<file path="src/rtl/pf_pkg.sv">
// Package: shared types for the phase fault monitor.
// Assumes: nothing beyond IEEE 1800-2017.
package pf_pkg;

    // Verdict for one PWM period, issued one cycle after its closing rising edge.
    typedef struct packed {
        logic done;   // a period has just been closed
        logic bad;    // that period contained a faulty sample
    } cyc_rpt_t;

    // Hysteretic thermal state.
    typedef enum logic {
        TH_COOL = 1'b0,
        TH_HOT  = 1'b1
    } th_state_e;

endpackage

</file>
<file path="src/rtl/pf_edge_sampler.sv">
// Module: pf_edge_sampler
// Detects PWM edges and samples the switch-node comparators at the instants
// that matter. At a rising edge, sw_above_short is checked directly. After a
// falling edge, sw_below_low is checked FALL_DELAY cycles later. If PWM rises
// first, that sample is dropped. Each rising edge closes one PWM period and
// reports it as good or bad on rpt, registered.
// Assumes: pwm_in is already synchronized to clk; FALL_DELAY >= 1.
module pf_edge_sampler
    import pf_pkg::*;
#(
    parameter int FALL_DELAY = 4
) (
    input  logic     clk,
    input  logic     rst_n,
    input  logic     pwm_in,
    input  logic     sw_above_short,
    input  logic     sw_below_low,
    output cyc_rpt_t rpt
);

    localparam int WAIT_W = (FALL_DELAY < 2) ? 1 : $clog2(FALL_DELAY + 1);
    localparam logic [WAIT_W-1:0] WAIT_LOAD = WAIT_W'(FALL_DELAY - 1);

    logic              pwm_q;
    logic              pend;
    logic              bad_acc;
    logic [WAIT_W-1:0] wait_cnt;
    logic              rise;
    logic              fall;

    // Edge detection against the previous PWM value.
    always_comb begin
        rise = pwm_in & ~pwm_q;
        fall = ~pwm_in & pwm_q;
    end

    // Sampling window, per-period fault accumulation and registered verdict.
    always_ff @(posedge clk) begin
        if (!rst_n) begin
            pwm_q    <= 1'b0;
            pend     <= 1'b0;
            bad_acc  <= 1'b0;
            wait_cnt <= '0;
            rpt      <= '0;
        end else begin
            pwm_q    <= pwm_in;
            rpt.done <= rise;
            rpt.bad  <= rise & (bad_acc | sw_above_short);
            if (rise) begin
                pend    <= 1'b0;
                bad_acc <= 1'b0;
            end else if (fall) begin
                pend     <= 1'b1;
                wait_cnt <= WAIT_LOAD;
            end else if (pend) begin
                if (wait_cnt == '0) begin
                    bad_acc <= bad_acc | ~sw_below_low;
                    pend    <= 1'b0;
                end else begin
                    wait_cnt <= wait_cnt - 1'b1;
                end
            end
        end
    end

endmodule

</file>
<file path="src/rtl/pf_run_latch.sv">
// Module: pf_run_latch
// Counts consecutive bad PWM periods and latches a phase fault when the run
// reaches FAULT_CYCLES. A good period clears the run. The latch holds until
// reset.
// Assumes: FAULT_CYCLES >= 1; rpt comes from pf_edge_sampler.
module pf_run_latch
    import pf_pkg::*;
#(
    parameter int FAULT_CYCLES = 15,
    localparam int CNT_W = (FAULT_CYCLES < 2) ? 1 : $clog2(FAULT_CYCLES + 1)
) (
    input  logic             clk,
    input  logic             rst_n,
    input  cyc_rpt_t         rpt,
    output logic [CNT_W-1:0] run_cnt,
    output logic             phase_latched
);

    localparam logic [CNT_W-1:0] CNT_LAST = CNT_W'(FAULT_CYCLES - 1);
    localparam logic [CNT_W-1:0] CNT_MAX  = CNT_W'(FAULT_CYCLES);

    // Run counter with saturation, and the sticky phase-fault latch.
    always_ff @(posedge clk) begin
        if (!rst_n) begin
            run_cnt       <= '0;
            phase_latched <= 1'b0;
        end else if (rpt.done) begin
            if (rpt.bad) begin
                if (run_cnt >= CNT_LAST) begin
                    run_cnt       <= CNT_MAX;
                    phase_latched <= 1'b1;
                end else begin
                    run_cnt <= run_cnt + 1'b1;
                end
            end else begin
                run_cnt <= '0;
            end
        end
    end

endmodule

</file>
<file path="src/rtl/pf_thermal_hyst.sv">
// Module: pf_thermal_hyst
// Keeps a hysteretic over-temperature state from two comparator flags. The
// state sets after THERM_FILTER consecutive hot cycles and clears after
// THERM_FILTER consecutive cool cycles. With THERM_FILTER <= 1 there is no
// filter.
// Assumes: temp_hot and temp_cool are synchronized to clk.
module pf_thermal_hyst
    import pf_pkg::*;
#(
    parameter int THERM_FILTER = 16
) (
    input  logic clk,
    input  logic rst_n,
    input  logic temp_hot,
    input  logic temp_cool,
    output logic therm_flag
);

    th_state_e state;

    assign therm_flag = (state == TH_HOT);

    generate
        if (THERM_FILTER <= 1) begin : g_direct
            // Immediate hysteresis: set on hot, clear on cool.
            always_ff @(posedge clk) begin
                if (!rst_n) begin
                    state <= TH_COOL;
                end else if (state == TH_COOL && temp_hot) begin
                    state <= TH_HOT;
                end else if (state == TH_HOT && temp_cool) begin
                    state <= TH_COOL;
                end
            end
        end else begin : g_filtered
            localparam int FW = $clog2(THERM_FILTER + 1);
            localparam logic [FW-1:0] F_LAST = FW'(THERM_FILTER - 1);

            logic [FW-1:0] dwell;
            logic          toward;

            // Selects the flag that would move the state away from where it is.
            always_comb begin
                toward = (state == TH_COOL) ? temp_hot : temp_cool;
            end

            // Counts consecutive cycles that push toward the other state.
            always_ff @(posedge clk) begin
                if (!rst_n) begin
                    state <= TH_COOL;
                    dwell <= '0;
                end else if (toward) begin
                    if (dwell == F_LAST) begin
                        state <= (state == TH_COOL) ? TH_HOT : TH_COOL;
                        dwell <= '0;
                    end else begin
                        dwell <= dwell + 1'b1;
                    end
                end else begin
                    dwell <= '0;
                end
            end
        end
    endgenerate

endmodule

</file>
<file path="src/rtl/phase_fault_monitor.sv">
// Module: phase_fault_monitor (top)
// Merges the edge-timed switch-node check, the consecutive-fault latch and
// the hysteretic thermal flag into one drive-low enable for an open-drain
// fault pad (1 = pull the pad low).
// Assumes: all inputs are synchronous to clk; reset is synchronous and active-low.
module phase_fault_monitor
    import pf_pkg::*;
#(
    parameter int FAULT_CYCLES = 15,
    parameter int FALL_DELAY   = 4,
    parameter int THERM_FILTER = 16
) (
    input  logic clk,
    input  logic rst_n,
    input  logic pwm_in,
    input  logic sw_above_short,
    input  logic sw_below_low,
    input  logic temp_hot,
    input  logic temp_cool,
    output logic fault_pull_low
);

    localparam int CNT_W = (FAULT_CYCLES < 2) ? 1 : $clog2(FAULT_CYCLES + 1);

    cyc_rpt_t         cyc_rpt;
    logic [CNT_W-1:0] run_cnt;
    logic             phase_latched;
    logic             therm_flag;

    pf_edge_sampler #(
        .FALL_DELAY(FALL_DELAY)
    ) u_sampler (
        .clk           (clk),
        .rst_n         (rst_n),
        .pwm_in        (pwm_in),
        .sw_above_short(sw_above_short),
        .sw_below_low  (sw_below_low),
        .rpt           (cyc_rpt)
    );

    pf_run_latch #(
        .FAULT_CYCLES(FAULT_CYCLES)
    ) u_run (
        .clk          (clk),
        .rst_n        (rst_n),
        .rpt          (cyc_rpt),
        .run_cnt      (run_cnt),
        .phase_latched(phase_latched)
    );

    pf_thermal_hyst #(
        .THERM_FILTER(THERM_FILTER)
    ) u_therm (
        .clk       (clk),
        .rst_n     (rst_n),
        .temp_hot  (temp_hot),
        .temp_cool (temp_cool),
        .therm_flag(therm_flag)
    );

    // Either path enables the pad pull-down.
    assign fault_pull_low = phase_latched | therm_flag;

endmodule

</file>
<file path="config.mk">
export PLATFORM = sky130hd
export DESIGN_NAME = phase_fault_monitor
export DESIGN_NICKNAME = d
export VERILOG_FILES = /design/src/rtl/pf_pkg.sv /design/src/rtl/pf_edge_sampler.sv /design/src/rtl/pf_run_latch.sv /design/src/rtl/pf_thermal_hyst.sv /design/src/rtl/phase_fault_monitor.sv
export SDC_FILE = /design/constraint.sdc
export NUM_CORES = 1
export LEC_CHECK = 0
export ABC_AREA = 1
export ABC_CLOCK_PERIOD_IN_PS = 3070
export BUFFER_PORTS_ARGS = -buffer_cell sky130_fd_sc_hd__buf_2
export CORE_MARGIN = 2
export CORE_UTILIZATION = 60
export DETAILED_ROUTE_END_ITERATION = 10
export PLACE_DENSITY_LB_ADDON = 0.12
export SKIP_LAST_GASP = 1
export SYNTH_ARGS = -nofsm -noshare
export SYNTH_HDL_FRONTEND = slang
export SYNTH_SLANG_ARGS = --single-unit
</file>
<file path="constraint.sdc">
create_clock -name clk -period 3.07 [get_ports clk]
set_input_delay 0.614 -clock clk [delete_from_list [all_inputs] [get_ports clk]]
set_output_delay 0.614 -clock clk [all_outputs]
set_load 0.005 [all_outputs]
</file>
* Yosys cells after proc, flatten, opt, wreduce, memory -nomap -nowiden
Cells that the tools add are included.
Widths: inputs -> output; s select.
** Storage, ports and cells
- Output and inout bits :: 1
- Memories :: 0
- Memory bits (writable) :: 0
- Word-level logic and storage cells :: 47
- Bits in latches :: 0
- Memory bits (read-only) :: 0
- Register bits :: 19
** Cells by class
- Eq/ne operators :: 2
- Shift operators :: 0
- $add $sub $neg :: 3
- Reduce and logical (&&, ||, !) cells :: 8
- Multiplexer cells :: 10
- Bitwise operators :: 13
- Div/mod/pow operators :: 0
- Order comparisons :: 1
- Multiply operators :: 0
** Operator list (number)
- $mux 3 :: 3
- $reduce_and 3->1 :: 3
- $mux 4 :: 2
- $not 1->1 :: 7
- $add 5x1->5 const B :: 1
- $eq 5x4->1 const B :: 1
- $mux 1 :: 5
- $add 4x1->4 const B :: 1
- $ge 4x4->1 const B :: 1
- $and 1x1->1 :: 3
- $logic_not 3->1 :: 1
- $or 1x1->1 :: 3
- $reduce_or 3->1 :: 1
- $sub 3x1->3 const B :: 1
- $ne 2x1->1 const B :: 1
- $reduce_and 2->1 :: 1
- $reduce_bool 2->1 :: 1
- $reduce_or 2->1 :: 1

* Logic depth before layout (Yosys ltp)
Gate-level depths: netlist of run 1.
- Depth in word-level cells :: 4
- Mapped depth :: 7
- Depth with buffers taken out :: 7

* By module
From an unflattened synthesis of run 1, not the netlist that was laid out.
** Second synthesis, totals
- Cell total of the unflattened synthesis :: 124
- Area, all modules :: 905.9 µm²
** Modules (own cells, without submodules)
- pf_edge_sampler :: cells an instance 49, area an instance 361.6 µm², sequential area each 160.2 µm², times used 1
- pf_run_latch :: cells an instance 39, area an instance 275.3 µm², sequential area each 100.1 µm², times used 1
- pf_thermal_hyst :: cells an instance 33, area an instance 257.7 µm², sequential area each 120.1 µm², times used 1
- phase_fault_monitor :: cells an instance 3, area an instance 11.3 µm², sequential area each 0.0 µm², times used 1

* Worst setup path after synthesis of run 1
OpenSTA, ideal clock, no wires.
- Path type :: register to register
- From :: register u_sampler.wait_cnt[0]
- To :: register u_sampler.wait_cnt[1]
- Library setup time :: 119 ps
- Cell stages (with the launch flop) :: 8
- Arrival time :: 1078 ps
- Slack :: 1873 ps
- Path through :: dfxtp_1 -> inv_1 -> ha_1 -> ha_1 -> o21ai_2 -> nand2_2 -> nand2_1 -> a21oi_1
** On the way
- Longest elaborated chain between the ends :: 4
- Elaborated cells between the ends (all ways) :: 7
- Classes of those cells :: 1 x add/sub; 1 x eq/ne; 3 x mux; 2 x reduce/logical
** Ends and longest elaborated chain
- start, declared :: line pf_edge_sampler.sv:27 : logic [WAIT_W-1:0] wait_cnt;
- start signal, assigned :: line pf_edge_sampler.sv:60 : wait_cnt <= wait_cnt - 1'b1;
- $sub 3x1->3 :: line pf_edge_sampler.sv:60
- $mux 3 :: line pf_edge_sampler.sv:56 : if (wait_cnt == '0) begin
- $mux 3 :: line pf_edge_sampler.sv:55 : end else if (pend) begin
- $mux 3 :: line pf_edge_sampler.sv:52 : end else if (fall) begin
Parallel ways exist; a longest one is shown, timed or not. The select of a mux whose other input is x is not followed.
A chain may end at the register's enable or synchronous reset.

* Worst setup path after layout of run 1
- From :: register u_therm.state, in the netlist u_therm.therm_flag
- To :: output port fault_pull_low
** On the way
- Longest elaborated chain between the ends :: 1
** Ends and longest elaborated chain
- start, declared :: line pf_thermal_hyst.sv:19 : th_state_e state;
- start signal, assigned :: line pf_thermal_hyst.sv:54 : state <= (state == TH_COOL) ? TH_HOT : TH_COOL;
- $or 1x1->1 :: line phase_fault_monitor.sv:62 : assign fault_pull_low = phase_latched | therm_flag;
- end, declared :: line phase_fault_monitor.sv:20 : output logic fault_pull_low
Every way passes these cells.

==> flow_summary.yaml, run 1 <==
die:
  fp.dieH_um: 42.2
  io_pins: 8
  fp.coreArea_um2: 1330
  initial_core_util_pct: 65.8
  die_w_um: 42.2
  dieArea_um2: 1780
  num_rows: 13
layout:
  antenna_cells: 0
  finish.utilization_pct: 71.9
  drive_above_1_share_pct: 18.3
  layout_common_cells: "22 x inv_1, 19 x dfxtp_1, 17 x nand2_1, 13 x nor2_1, 12 x a21oi_1"
  area_delta_synth_final_pct: 9.27
  final_common_cell: "inv_1"
  nFillCells: 121
  layout.nets: 140
worst_setup_path:
  worst-setup-path-type: "reg -> out"
  crit_required_ps: 2460
  cp_max_fo: 4
  slowest_delay_ps: 330
  path_cells: "inv_1 -> nand2_1 -> buf_2"
  cp.arrival_ps: 910
  reg2reg_depth: 7
  cp_slowest_cell: "dfxtp_1"
  cp-start-kind: "register"
  end_kind: "output pin"
place:
  hpwl_mm: 1.14
  port_buffers: 7
  routabilityCongestion: 0.781
job:
  maxCapViolCount: 0
global_routing:
  grt_max_degree: 12
  track_usage_pct: 18.4
  grt_pass1_vias: 612
  grt_pass1_wl_mm: 2.46
  grt_overflow: 0
  antenna_found_initial: 0
clock_network:
  clk_path_buf_depth: 2
  clk_latency_ps: 300
  htreeDepth: 1
  cts_root_buffer: "clkbuf_4"
  cts_hold_buf: 0
  cts_resized: 0
  cts_buffers: 3
  clock-sinks: 19
  clkTransAtPathRegs_ps: 110
  cts.repair_timing.setup_buffer_count: 0
  tritoncts: "built"
sta:
  max_slew_margin_pct: 85.7
  drv_slew: 0
  fin_tns_setup_ps: 0
  finalHoldViolCount: 0
  min_period_ps: 1520
  fmax_mhz: 658
  clock_skew_ps: 7.08
  finalCritPeriodShare_pct: 49.5
  tightestPinTransition_ps: 215
  setup_viol: 0
  rsz0062_at_grt: "no"
routing:
  wire_per_inst_um: 9.99
  vias: 715
  ant_nets: 0
  wl_mm: 1.41
  avgViaCountPerCell: 5.07
  drt_iter0_drc: 12
  drt-pass1-iter-count: 4
  drc: 0
logic_synthesis:
  synth_top_area_share_pct: 43.4
  ys_warn_count: 0
  netlist_area_um2: 877
  ys_ff_latch: 19
  synth_area_leaders: "dfxtp_1 43%, inv_1 9.4%, ha_1 8.6%, nand2_1 7.3%, a21oi_1 6.8%"
  ys_types: 20
  yosys.area.top_type: "dfxtp_1"
  syn_inst: 115
  seq_area_frac_synth_pct: 43.4
  synth_nets: 128
  syn_area_per_cell_um2: 7.63
pwr:
  leakage_nw: 0.407
  peakVddDrop_uv: 284
  p_per_area_nw_per_um2: 424
status:
  outcome: "complete, no violations"
min_path:
  whs_path_depth: 2
  hold_path.class: "reg -> reg"
==> layout make-up <==
cell class / instances / area, µm² / share of cell area, %
multi-input cells: 72 / 407 / 42.4
flip-flops and latches: 19 / 380 / 39.7
inverters: 24 / 90.1 / 9.40
repair buffers: 7 / 35.0 / 3.66
clock buffers: 3 / 22.5 / 2.35
well taps: 15 / 18.8 / 1.96
clock inverters: 1 / 5.00 / 0.522
==> cell families (layout without fill, tap and decap cells) <==
| logic type | count (synthesis) | after routing | synth area share, % |
|---|---|---|---|
| simple gates | 48 | 48 | 26.4 |
| buf+inv | 24 | 35 | 10.3 |
| flops | 19 | 19 | 43.4 |
| compound gates | 18 | 18 | 11.4 |
| fa+ha+maj | 6 | 6 | 8.56 |
==> flip-flops by register name, summed over array words and instances (netlist names) <==
| register | count |
|---|---|
| u_run.phase_latched | 1 |
| u_run.run_cnt | 4 |
| u_sampler.bad_acc | 1 |
| u_sampler.pend | 1 |
| u_sampler.pwm_q | 1 |
| u_sampler.rpt | 2 |
| u_sampler.wait_cnt | 3 |
| u_therm.g_filtered.dwell | 5 |
| u_therm.therm_flag | 1 |
==> metrics by stage <==
| stage | power (mW) | setup WS, ps | instance area, µm² | hold WS [ps] | instances |
|---|---|---|---|---|---|
| CTS | 0.412 | 1540 | 958 | 460 | 141 |
| global route | 0.429 | 1480 | 958 | 478 | 141 |
| finish | 0.406 | 1550 | 958 | 460 | 141 |
| floorplan | 0.279 | 1870 | 877 | 426 | 115 |
| global placement | 0.287 | 1810 | 931 | 438 | 137 |
| detailed placement | 0.289 | 1750 | 931 | 445 | 137 |
==> worst max-delay path, delay by kind of cell, from the launching register on <==
| kind | cells | cell delay [ps] |
|---|---|---|
| buf+inv | 2 | 220 |
| flops | 1 | 330 |
| simple gates | 1 | 60 |
==> where the power goes <==
part           internal, mW  total [mW]  switching, mW
Clock                0.0486       0.124         0.0750
Combinational        0.0103      0.0276         0.0172
Sequential            0.252       0.255        0.00375
==> worst paths after layout <==
| path | startpoint | to | slack (ps) |
|---|---|---|---|
| max | u_therm.therm_flag | fault_pull_low | 1550 |
| min | u_sampler.bad_acc | u_sampler.bad_acc | 460 |
| max reg2reg | u_therm.g_filtered.dwell[0] | u_therm.therm_flag | 1740 |
| min reg2reg | u_sampler.bad_acc | u_sampler.bad_acc | 460 |
==> synth_stat cells (all sizes together) <==
| master | n |
|---|---|
| dfxtp | 19 |
| nor3 | 3 |
| inv | 24 |
| nand2 | 21 |
| o21a | 1 |
| ha | 6 |
| nor2 | 15 |
| nand4 | 5 |
| nand3 | 4 |
| o21ai | 4 |
| a21oi | 13 |
==> layer usage <==
metal,part of all wire [%],GRT usage [%],wire [µm],up-vias
met5,0,0,0,-
met4,2.6,11.3,36,0
met3,2.3,5.17,32,4
met2,46,27.7,646,8
met1,49,23.0,694,313
li1,-,-,-,390
Power figures use the tool's default switching activity.
==> run 2: changes to the inputs <==
--- a/config.mk
+++ b/config.mk
@@ -6,10 +6,10 @@
 export NUM_CORES = 1
 export LEC_CHECK = 0
 export ABC_AREA = 1
-export ABC_CLOCK_PERIOD_IN_PS = 3070
+export ABC_CLOCK_PERIOD_IN_PS = 1600
 export BUFFER_PORTS_ARGS = -buffer_cell sky130_fd_sc_hd__buf_2
 export CORE_MARGIN = 2
-export CORE_UTILIZATION = 60
+export CORE_UTILIZATION = 55
 export DETAILED_ROUTE_END_ITERATION = 10
 export PLACE_DENSITY_LB_ADDON = 0.12
 export SKIP_LAST_GASP = 1
==> constraint.sdc (replaced) <==
create_clock -name clk -period 1.6 [get_ports clk]
set_input_delay 0.32 -clock clk [delete_from_list [all_inputs] [get_ports clk]]
set_output_delay 0.32 -clock clk [all_outputs]
set_load 0.005 [all_outputs]
==> run 2 against run 1 <==
Register-to-register slack got worse by 1500 ps; final cell count rose by 0.71%; die area rose by 8.2%; via count fell by 1.4%; sequential share of layout area did not move; design area did not move; routed wire length rose by 1.8%; highest routed layer unchanged; first-iteration DRC count rose by 42%; setup slack got worse by 1300 ps; global-route usage fell by 1.1 points; flip-flop and latch count did not move; clock skew fell by 6.2 ps; largest cell class unchanged.
==> flow_summary.yaml, run 2 (same netlist as run 1, synthesis figures left out) <==
status:
  outcome: "complete, no violations"
worst_setup_path:
  cp-startpoint: "u_sampler.wait_cnt[0]"
  cp.arrival_ps: 1510
  path_cells: "inv_1 -> ha_1 -> ha_1 -> o21ai_2 -> nand2_2 -> nand2_1 -> a21oi_1"
  worst-setup-path-type: "reg -> reg"
  cp_slowest_cell: "dfxtp_1"
  crit_required_ps: 1780
  timing.rr.start: "u_sampler.wait_cnt[0]"
  end_kind: "register"
  cp-start-kind: "register"
  cp_max_fo: 4
  path_common_cell: "ha_1"
  slowest_delay_ps: 340
clock_network:
  cts_resized: 0
  clk_latency_ps: 280
  clk_path_buf_depth: 2
  cts.repair_timing.setup_buffer_count: 0
  cts_root_buffer: "clkbuf_4"
  clock-sinks: 19
  tritoncts: "built"
  htreeDepth: 1
  cts_buffers: 3
  cts_hold_buf: 0
  clkTransAtPathRegs_ps: 100
die:
  io_pins: 8
  die_w_um: 43.9
  fp.dieH_um: 43.9
  fp.coreArea_um2: 1510
  initial_core_util_pct: 58.2
  num_rows: 14
  dieArea_um2: 1930
place:
  dp.cells: 138
  port_buffers: 7
  routabilityCongestion: 0.769
  dp_slack_ps: 307
  placed_area_um2: 932
  hpwl_mm: 1.14
layout:
  layout.nets: 140
  final_cell_area_um2: 958
  multi_input_area_um2: 407
  final_cells: 142
  drive_above_1_share_pct: 17.5
  largest_reg_flops: 5
  nFillCells: 136
  finish.utilization_pct: 63.6
  antenna_cells: 0
  area_delta_synth_final_pct: 9.27
  final_common_cell: "inv_1"
  top_regs: "u_therm.g_filtered.dwell: 5 flops, u_run.run_cnt: 4 flops, u_sampler.wait_cnt: 3 flops"
  seq_area_um2: 380
  regMostFlops: "u_therm.g_filtered.dwell"
  layout_common_cells: "22 x inv_1, 19 x dfxtp_1, 17 x nand2_1, 13 x nor2_1, 12 x a21oi_1"
global_routing:
  grt_pass1_wl_mm: 2.45
  grt_overflow: 0
  track_usage_pct: 17.3
  grt_max_degree: 11
  antenna_found_initial: 0
  grt_pass1_vias: 597
sta:
  finalCritPeriodShare_pct: 82.9
  max_slew_margin_pct: 85.3
  drv_slew: 0
  tightestPinTransition_ps: 220
  fin_tns_setup_ps: 0
  worst_slack_ps: 274
  fmax_mhz: 754
  setup_viol: 0
  clock_skew_ps: 0.854
  finalHoldViolCount: 0
  min_period_ps: 1330
  rsz0062_at_grt: "no"
routing:
  ant_nets: 0
  wl_mm: 1.44
  vias: 705
  avgViaCountPerCell: 4.96
  wire_per_inst_um: 10.1
  drt_iter0_drc: 17
  drc: 0
  drt-pass1-iter-count: 6
job:
  maxCapViolCount: 0
pwr:
  p_per_area_nw_per_um2: 808
  leakage_nw: 0.405
  peakVddDrop_uv: 582
min_path:
  hold_path.class: "in -> reg"
  hold_path_startpoint: "sw_above_short"
[run 2: cell types whose count changed in the layout (fill, tap and decap cells not counted)]
cell / before / now
clkbuf_1: 0 / 1
clkinv_2: 1 / 0
[run 2: where the power goes]
group	switching, mW	leakage, nW	internal, mW
logic	0.0334	0.235	0.0199
registers	0.00716	0.154	0.483
clock network	0.135	0.0150	0.0966
total	0.176	0.405	0.599
[run 2: final timing paths]
check	end	slack, ps	cells past startpoint
worst min-delay path	u_sampler.rpt[0]	230	2
worst max-delay path	u_sampler.wait_cnt[1]	270	7
worst min register to register	u_sampler.bad_acc	460	2
worst max register to register	u_sampler.wait_cnt[1]	270	7
[run 2: metrics by stage]
step | hold slack [ps] | total power [mW]
after global placement | 437 | 0.551
after detailed placement | 447 | 0.554
final | 227 | 0.775
after global routing | 231 | 0.807
after CTS | 219 | 0.785
after floorplan | 426 | 0.535
[run 2: area by class of cell]
cell class	instances	area share [%]
Multi-Input combinational cell	72	42.4
Inverter	24	9.40
Tap cell	16	2.09
Timing Repair Buffer	7	3.66
Clock buffer	4	2.74
Sequential cell	19	39.7
[run 2: layer usage]
layer / global-route usage [%] / vias up / wire length, µm
met5: 0 / - / 0
met4: 7.27 / 0 / 13
met3: 3.75 / 2 / 31
met2: 25.9 / 6 / 669
met1: 24.0 / 313 / 721
li1: - / 384 / -
[run 2: worst max-delay path: cells and delay by family, from the launching register on]
kind | cells | cell delay [ps]
simple gates | 2 | 170
buf+inv | 1 | 60
flops | 1 | 340
compound gates | 2 | 240
fa+ha+maj | 2 | 410
==> run 3: changes to the inputs <==
--- a/config.mk
+++ b/config.mk
@@ -6,7 +6,7 @@
 export NUM_CORES = 1
 export LEC_CHECK = 0
 export ABC_AREA = 1
-export ABC_CLOCK_PERIOD_IN_PS = 1600
+export ABC_CLOCK_PERIOD_IN_PS = 1290
 export BUFFER_PORTS_ARGS = -buffer_cell sky130_fd_sc_hd__buf_2
 export CORE_MARGIN = 2
 export CORE_UTILIZATION = 55
==> constraint.sdc (replaced) <==
create_clock -name clk -period 1.29 [get_ports clk]
set_input_delay 0.258 -clock clk [delete_from_list [all_inputs] [get_ports clk]]
set_output_delay 0.258 -clock clk [all_outputs]
set_load 0.005 [all_outputs]
==> run 3 against run 2 <==
Hold slack got worse by 66 ps; combinational power grew 72%; core utilization is 5.9 points higher; largest cell class unchanged; critical path depth did not move; highest routed layer unchanged; routed wire length grew 23%; global-route usage up 1.6 points.
==> flow_summary.yaml, run 3 (same netlist as run 1, synthesis figures left out) <==
status:
  outcome: "complete, no violations"
clock_network:
  tritoncts: "built"
  clk_latency_ps: 290
  cts_hold_buf: 0
  clkTransAtPathRegs_ps: 100
  cts_buffers: 3
  cts_root_buffer: "clkbuf_4"
  clock-sinks: 19
  clk_path_buf_depth: 2
  htreeDepth: 1
die:
  die_w_um: 43.9
  initial_core_util_pct: 58.2
  fp.coreArea_um2: 1510
  io_pins: 8
  fp.dieH_um: 43.9
  dieArea_um2: 1930
  num_rows: 14
sta:
  fin_tns_setup_ps: 0
  tightestPinTransition_ps: 238
  min_period_ps: 1260
  rsz0062_at_grt: "yes"
  setup_viol: 0
  worst_slack_ps: 25.4
  finalCritPeriodShare_pct: 98.0
  clock_skew_ps: 3.15
  max_slew_margin_pct: 84.0
  drv_slew: 0
  finalHoldViolCount: 0
  fmax_mhz: 791
layout:
  nFillCells: 122
  multi_input_area_um2: 468
  regMostFlops: "u_therm.g_filtered.dwell"
  antenna_cells: 0
  seq_area_um2: 385
  final_common_cell: "inv_1"
  top_regs: "u_therm.g_filtered.dwell: 5 flops, u_run.run_cnt: 4 flops, u_sampler.wait_cnt: 3 flops"
  layout_common_cells: "20 x inv_1, 16 x nand2_1, 15 x dfxtp_1, 11 x a21oi_1, 11 x nor2_1"
  layout.nets: 143
  finish.utilization_pct: 69.5
  largest_reg_flops: 5
  final_cell_area_um2: 1050
  drive_above_1_share_pct: 31.0
  area_delta_synth_final_pct: 19.4
worst_setup_path:
  slowest_delay_ps: 350
  timing.rr.start: "u_sampler.wait_cnt[0]"
  path_common_cell: "ha_4"
  reg2reg_depth: 7
  cp.arrival_ps: 1450
  crit_required_ps: 1470
  worst-setup-path-type: "reg -> reg"
  crit_end: "u_sampler.wait_cnt[2]"
  cpLargestDelayFamily: "flip-flops"
  r2r_slack_ps: 30
  path_buf_inv: 1
  cp_max_fo: 4
  cp-startpoint: "u_sampler.wait_cnt[0]"
  end_kind: "register"
  r2r_end: "u_sampler.wait_cnt[2]"
  cp.depth: 7
  path_cells: "inv_1 -> ha_4 -> ha_4 -> o21ai_4 -> nand2_2 -> nand2_1 -> a21oi_1"
  cp-start-kind: "register"
  cp_slowest_cell: "dfxtp_2"
min_path:
  hold_path.class: "in -> reg"
routing:
  drc: 0
  wire_per_inst_um: 12.2
  drt-pass1-iter-count: 4
  avgViaCountPerCell: 5.30
  ant_nets: 0
  wl_mm: 1.77
  vias: 768
  drt_iter0_drc: 20
global_routing:
  track_usage_pct: 18.9
  grt_pass1_vias: 667
  grt_pass1_wl_mm: 2.66
  grt_overflow: 0
  antenna_found_initial: 0
  grt_max_degree: 11
pwr:
  leakage_nw: 0.424
  peakVddDrop_uv: 576
  p_per_area_nw_per_um2: 943
  power_mw: 0.987
place:
  dp_slack_ps: -30.6
  port_buffers: 7
  placed_area_um2: 947
  routabilityCongestion: 0.803
  hpwl_mm: 1.24
job:
  maxCapViolCount: 0
## run 3: changes by cell type in the layout (fill, tap and decap cells not counted), sizes merged
cell / change
buf: +3
## run 3: worst reg2reg max path: cells and delay by family, from the launching register on
family / cells / cell delay, ps
buffers and inverters: 1 / 70
AO/OA/AOI/OAI: 2 / 220
flip-flops: 1 / 350
AND/OR/NAND/NOR: 2 / 170
adder cells (fa/ha/maj): 2 / 340
## run 3: power breakdown
| part | total, mW | internal (mW) | switching (mW) |
|---|---|---|---|
| clock network | 0.287 | 0.120 | 0.167 |
| registers | 0.608 | 0.600 | 0.00857 |
| logic | 0.0917 | 0.0383 | 0.0534 |
## run 3: layout make-up
class                           count  area share, %
Clock buffer                        4           2.51
Inverter                           24           8.60
Multi-Input combinational cell     72           44.7
Sequential cell                    19           36.8
Tap cell                           16           1.91
Timing Repair Buffer               10           5.50
## run 3: repair_timing
action / CTS / global route
pin swaps: 1 / 5
buffers inserted: 0 / 1
setup endpoints to repair: 5 / 9
gates resized for setup: 2 / 17
## run 3: metrics by stage
step / std cells / hold WS (ps)
global placement: 140 / 439
detailed placement: 140 / 445
finish: 145 / 162
global route: 145 / 162
floorplan: 115 / 368
CTS: 144 / 157
## run 3: worst min-delay path by stage
stage,startpoint,end,depth (start not counted)
finish,sw_above_short,u_sampler.rpt[0],2
global route,sw_above_short,u_sampler.rpt[0],2
CTS,sw_above_short,u_sampler.rpt[0],2
detailed placement,u_sampler.bad_acc,u_sampler.bad_acc,2
global placement,u_sampler.bad_acc,u_sampler.bad_acc,2
floorplan,sw_above_short,u_sampler.rpt[0],1
## run 3: layer usage
metal	track usage, %	vias up	routed length, µm
li1	-	392	-
met1	23.4	355	758
met2	31.2	19	935
met3	3.75	2	57
met4	9.09	0	19
met5	0	-	0
